[src/rtl/wdt_lock_pkg.sv]
package wdt_lock_pkg;
  localparam int unsigned DATA_W  = 32;
  localparam int unsigned LOCK_B  = 12;
  localparam int unsigned EN_B    = 14;
  localparam int unsigned STS0_B  = 24;  // expiry, supervisory state lost
  localparam int unsigned STS1_B  = 25;  // expiry, supervisory state kept
  localparam int unsigned RELOAD_B = 31;
  localparam int unsigned N_STS   = 2;
endpackage

[src/rtl/wdt_ctl_regs.sv]
module wdt_ctl_regs
  import wdt_lock_pkg::*;
#(
  parameter int unsigned TOV_W = 10
) (
  input  logic             clk_i,
  input  logic             rst_ni,
  input  logic             wr_en_i,
  input  logic [TOV_W-1:0] wr_tov_i,
  input  logic             wr_en_bit_i,
  input  logic             wr_lock_i,
  input  logic             wr_reload_i,
  input  logic [N_STS-1:0] wr_sts_clr_i,
  input  logic             expire_i,
  input  logic             rst_busy_i,
  input  logic             surv_i,
  output logic [TOV_W-1:0] tov_o,
  output logic             en_o,
  output logic             lock_o,
  output logic [N_STS-1:0] sts_o,
  output logic             reload_o
);
  logic sys_clr;
  assign sys_clr = expire_i | rst_busy_i;

  always_ff @(posedge clk_i or negedge rst_ni) begin
    if (!rst_ni) begin
      tov_o    <= '0;
      en_o     <= 1'b0;
      lock_o   <= 1'b0;
      reload_o <= 1'b0;
    end else begin
      reload_o <= wr_en_i & wr_reload_i;
      if (sys_clr) begin
        tov_o  <= '0;
        en_o   <= 1'b0;
        lock_o <= 1'b0;
      end else if (wr_en_i && !lock_o) begin
        tov_o  <= wr_tov_i;
        en_o   <= wr_en_bit_i;
        lock_o <= wr_lock_i;
      end
    end
  end

  // Sticky cause flags: only power-on reset or W1C clears; expiry wins.
  for (genvar i = 0; i < N_STS; i++) begin : g_sts
    logic sel;
    assign sel = (i == 1) ? surv_i : !surv_i;
    always_ff @(posedge clk_i or negedge rst_ni) begin
      if (!rst_ni)                         sts_o[i] <= 1'b0;
      else if (expire_i && sel)            sts_o[i] <= 1'b1;
      else if (wr_en_i && wr_sts_clr_i[i]) sts_o[i] <= 1'b0;
    end
  end
endmodule

[src/rtl/wdt_countdown.sv]
module wdt_countdown #(
  parameter int unsigned TOV_W = 10
) (
  input  logic             clk_i,
  input  logic             rst_ni,
  input  logic             tick_i,
  input  logic             en_i,
  input  logic             reload_i,
  input  logic [TOV_W-1:0] tov_i,
  output logic             expire_o
);
  logic [TOV_W-1:0] cnt_q;
  logic             en_prev_q;
  logic             load;

  assign load     = en_i & (reload_i | !en_prev_q);
  assign expire_o = en_i & tick_i & !load & (cnt_q == '0);

  always_ff @(posedge clk_i or negedge rst_ni) begin
    if (!rst_ni) begin
      cnt_q     <= '0;
      en_prev_q <= 1'b0;
    end else begin
      en_prev_q <= en_i;
      if (load)
        cnt_q <= tov_i;
      else if (en_i && tick_i && cnt_q != '0)
        cnt_q <= cnt_q - 1'b1;
    end
  end
endmodule

[src/rtl/wdt_rst_pulse.sv]
module wdt_rst_pulse #(
  parameter int unsigned RST_CYCLES = 4
) (
  input  logic clk_i,
  input  logic rst_ni,
  input  logic start_i,
  output logic busy_o
);
  localparam int unsigned CW = $clog2(RST_CYCLES + 1);
  logic [CW-1:0] cnt_q;

  always_ff @(posedge clk_i or negedge rst_ni) begin
    if (!rst_ni)            cnt_q <= '0;
    else if (start_i)       cnt_q <= CW'(RST_CYCLES);
    else if (cnt_q != '0)   cnt_q <= cnt_q - 1'b1;
  end

  assign busy_o = (cnt_q != '0);
endmodule

[src/rtl/wdt_lock_top.sv]
module wdt_lock_top
  import wdt_lock_pkg::*;
#(
  parameter int unsigned TOV_W      = 10,
  parameter int unsigned RST_CYCLES = 4
) (
  input  logic              clk_i,
  input  logic              rst_ni,
  input  logic              tick_i,
  input  logic              surv_i,
  input  logic              wr_en_i,
  input  logic              rd_en_i,
  input  logic [DATA_W-1:0] wdata_i,
  output logic [DATA_W-1:0] rdata_o,
  output logic              wdt_rst_o
);
  logic [TOV_W-1:0] tov_q;
  logic             en_q, lock_q, reload_q, expire;
  logic [N_STS-1:0] sts_q;
  logic [DATA_W-1:0] reg_view;

  wdt_ctl_regs #(.TOV_W(TOV_W)) u_regs (
    .clk_i        (clk_i),
    .rst_ni       (rst_ni),
    .wr_en_i      (wr_en_i),
    .wr_tov_i     (wdata_i[TOV_W-1:0]),
    .wr_en_bit_i  (wdata_i[EN_B]),
    .wr_lock_i    (wdata_i[LOCK_B]),
    .wr_reload_i  (wdata_i[RELOAD_B]),
    .wr_sts_clr_i (wdata_i[STS1_B:STS0_B]),
    .expire_i     (expire),
    .rst_busy_i   (wdt_rst_o),
    .surv_i       (surv_i),
    .tov_o        (tov_q),
    .en_o         (en_q),
    .lock_o       (lock_q),
    .sts_o        (sts_q),
    .reload_o     (reload_q)
  );

  wdt_countdown #(.TOV_W(TOV_W)) u_cnt (
    .clk_i    (clk_i),
    .rst_ni   (rst_ni),
    .tick_i   (tick_i),
    .en_i     (en_q),
    .reload_i (reload_q),
    .tov_i    (tov_q),
    .expire_o (expire)
  );

  wdt_rst_pulse #(.RST_CYCLES(RST_CYCLES)) u_pulse (
    .clk_i   (clk_i),
    .rst_ni  (rst_ni),
    .start_i (expire),
    .busy_o  (wdt_rst_o)
  );

  always_comb begin
    reg_view                 = '0;
    reg_view[TOV_W-1:0]      = tov_q;
    reg_view[LOCK_B]         = lock_q;
    reg_view[EN_B]           = en_q;
    reg_view[STS1_B:STS0_B]  = sts_q;
  end

  assign rdata_o = rd_en_i ? reg_view : '0;
endmodule

[config.mk]
export PLATFORM = sky130hd
export DESIGN_NAME = wdt_lock_top
export DESIGN_NICKNAME = d
export VERILOG_FILES = /design/src/rtl/wdt_lock_pkg.sv /design/src/rtl/wdt_ctl_regs.sv /design/src/rtl/wdt_countdown.sv /design/src/rtl/wdt_rst_pulse.sv /design/src/rtl/wdt_lock_top.sv
export SDC_FILE = /design/constraint.sdc
export NUM_CORES = 1
export LEC_CHECK = 0
export BUFFER_PORTS_ARGS = -buffer_cell sky130_fd_sc_hd__buf_2
export CAP_MARGIN = 20
export CORE_ASPECT_RATIO = 0.7
export CORE_UTILIZATION = 50
export CTS_BUF_LIST = sky130_fd_sc_hd__clkbuf_4
export CTS_CLUSTER_DIAMETER = 100
export DETAILED_ROUTE_END_ITERATION = 10
export PLACE_DENSITY_LB_ADDON = 0.3
export SLEW_MARGIN = 25
export SYNTH_ARGS = -nofsm -noshare
export SYNTH_HDL_FRONTEND = slang
export SYNTH_SLANG_ARGS = --single-unit
[constraint.sdc]
create_clock -name clk_i -period 2.8 [get_ports clk_i]
set_input_delay 0.42 -clock clk_i [delete_from_list [all_inputs] [get_ports clk_i]]
set_output_delay 0.42 -clock clk_i [all_outputs]
set_load 0.1 [all_outputs]
==> flow_metrics.env <==
export IMPL_status="finished, final reports clean"
export IMPL_grt_usage_pct=21.4
export IMPL_reg2reg_from="u_cnt.cnt_q[0]$_DFFE_PN0P_"
export IMPL_synthFlopType="dfrtp_1"
export IMPL_core_sq_um=3250
export IMPL_path_clk_slew_ns=0.09
export IMPL_async_flop_share_pct=100
export IMPL_antenna_cells=0
export IMPL_drc=0
export IMPL_r2r_cells=6
export IMPL_p_total_mw=1.93
export IMPL_avgSynthCellArea_sq_um=9.18
export IMPL_final_seq_area_sq_um=726
export IMPL_syn_area_sq_um=1760
export IMPL_seq_area_frac_synth_pct=41.2
export IMPL_netlist_top_cells_area="dfrtp_1, buf_4, nand2_1"
export IMPL_pre_cts_slack_ns=0.654
export IMPL_dr_pass1_iters=4
export IMPL_synth_top_cell_by_area="dfrtp_1"
export IMPL_synth_edf_count=0
export IMPL_rsz0062_at_grt="no"
export IMPL_arrival_ns=1.77
export IMPL_clk_latency_ns=0.33
export IMPL_grt_max_degree=30
export IMPL_worst_pin_slew_ns=0.688
export IMPL_synth_top_cell_area_share_pct=41.2
export IMPL_crit_fanout=5
export IMPL_syn_inst=192
export IMPL_finalHoldViolations=0
export IMPL_vias=1415
export IMPL_setup_worst_path_end="wdt_rst_o"
export IMPL_cts_inserted_buffers=5
export IMPL_synthToLayoutAreaGrowth_pct=9.37
export IMPL_tns_ns=0
export IMPL_fin_skew_ns=0.00887
export IMPL_finalCriticalPeriod_ns=2.19
export IMPL_fin_crit_sh_pct=78.2
export IMPL_wl_per_cell_um=12.8
export IMPL_htree_levels=2
export IMPL_via_per_inst=5.20
export IMPL_gp_congestion=0.785
export IMPL_power_density_nw_per_um2=1000
export IMPL_multi_input_area_sq_um=886
export IMPL_clock_root_buffer="clkbuf_4"
export IMPL_yosysUniqueCellTypes=46
export IMPL_grt_pass1_wl_mm=5.89
export IMPL_synth_common_cells="nand2_1, dfrtp_1, buf_4"
export IMPL_ys_seq_elements=29
export IMPL_end_kind="output port"
export IMPL_final_cells=272
export IMPL_cts_tree="yes"
export IMPL_r2r_end="u_cnt.cnt_q[7]$_DFFE_PN0P_"
export IMPL_ios=71
export IMPL_cap_violations=0
export IMPL_yosysMostFrequentCell="nand2_1"
export IMPL_r2r_setup_slack_ns=0.62
export IMPL_antenna_left=0
export IMPL_die_h_um=51.7
export IMPL_antenna_found_initial=0
export IMPL_fp_row_count=17
export IMPL_first_global_vias=1191
export IMPL_cts_resized_gates=0
export IMPL_port_buffers=35
export IMPL_start_util_pct=54.2
export IMPL_worst_hold_path_type="in2async"
export IMPL_crit_required_ns=2.38
export IMPL_postCtsHoldBufs=0
export IMPL_cts_num_sinks=29
export IMPL_worstSetupPathType="reg2out"
export IMPL_max_slew_margin_pct=54.0
export IMPL_fillers=297
export IMPL_whs_ns=0.105
export IMPL_drtIter0Drc=128
export IMPL_fmax_mhz=457
export IMPL_die_area_sq_um=3770
export IMPL_cts_setup_buffers=0
export IMPL_die_x_um=73.0
export IMPL_drive_above_1_share_pct=22.7
export IMPL_wl_mm=3.47
export IMPL_leakage_nw=0.964
export IMPL_dp_hpwl_mm=2.52
export IMPL_ir_worst_vdd_v=0.000395
export IMPL_post_place_cells=265
export IMPL_slew_violations=0
export IMPL_yosysWarnings=0
export IMPL_final_net_count=267
export IMPL_setup_viol=0
export IMPL_worst_setup_path_start_kind="register"
export IMPL_grt_ovfl_total=0
export IMPL_startpoint="u_pulse.cnt_q[0]$_DFFE_PN0P_"
export IMPL_clockBufferDepth=2
export IMPL_worst_slack_ns=0.611
## cell usage in the layout (no fill, tap or decap), types with 2 or more instances in the layout
cell type and count:
conb_1 18, o41ai_1 2, a2bb2oi_1 3, o211ai_1 3
and2_1 16, or4_4 2, buf_2 35, a221o_1 3
nand3_1 3, dfrtp_1 29, nor2b_1 2, ha_1 4
inv_1 9, o21ai_0 2, nor2_1 10, clkbuf_4 6
nand2b_1 2, nand2_1 32, o31ai_1 2, or3_1 2
a21oi_1 16
## final cells by class
cell class | instances | share of cell area, %
Inverter | 9 | 1.75
Clock buffer | 6 | 2.34
Sequential cell | 29 | 37.6
Timing Repair Buffer | 35 | 9.09
Tap cell | 47 | 3.05
Multi-Input combinational cell | 145 | 45.9
Clock inverter | 1 | 0.195
## how the worst min path moves through the flow
stage / start / endpoint / slack (ns) / cells after the start
floorplan: rst_ni / u_cnt.cnt_q[0]$_DFFE_PN0P_ / 0.12 / 0
finish: rst_ni / u_cnt.cnt_q[2]$_DFFE_PN0P_ / 0.11 / 1
global placement: u_regs.sts_o[0]$_DFFE_PN0P_ / u_regs.sts_o[0]$_DFFE_PN0P_ / 0.47 / 2
global route: rst_ni / u_pulse.cnt_q[2]$_DFFE_PN0P_ / 0.15 / 1
detailed placement: rst_ni / u_pulse.cnt_q[2]$_DFFE_PN0P_ / 0.48 / 1
CTS: rst_ni / u_cnt.cnt_q[5]$_DFFE_PN0P_ / 0.13 / 1
## worst max-delay path: stages, from the launching register on
cell and delay, ns:
dfrtp_1 0.37, inv_1 0.11, ha_1 0.17, nor2b_1 0.43, inv_1 0.07, buf_2 0.30
## through the flow
stage	utilization, %	cell area (sq um)
after global placement	57.7	1880
after floorplan	-	1830
after CTS	59.2	1930
after global routing	59.2	1930
after detailed placement	57.7	1880
final	59.2	1930
## where the power goes
group / internal [mW] / switching [mW]
clock: 0.101 / 0.138
combinational: 0.347 / 0.657
sequential: 0.538 / 0.147
## state kept, by name, indices dropped and copies added (netlist names)
register,flops
u_regs.tov_o,10
u_regs.en_o,1
u_regs.reload_o,1
u_regs.sts_o,2
u_cnt.en_prev_q,1
u_pulse.cnt_q,3
u_regs.lock_o,1
u_cnt.cnt_q,10
## kinds of logic after synthesis
group | after synthesis | synth area share (%)
AO/OA/AOI/OAI | 39 | 17.1
XOR/XNOR | 1 | 0.497
adder cells (fa/ha/maj) | 4 | 2.84
buffers and inverters | 35 | 12.2
flip-flops | 29 | 41.2
multiplexers | 2 | 1.21
other | 1 | 0.213
AND/OR/NAND/NOR | 81 | 24.8
## layer usage
layer	GRT usage [%]	part of all wire, %
met5	0	0
met4	7.84	1.1
met3	5.23	6.0
met2	29.4	40
met1	32.3	53
Power figures use the tool's default switching activity.
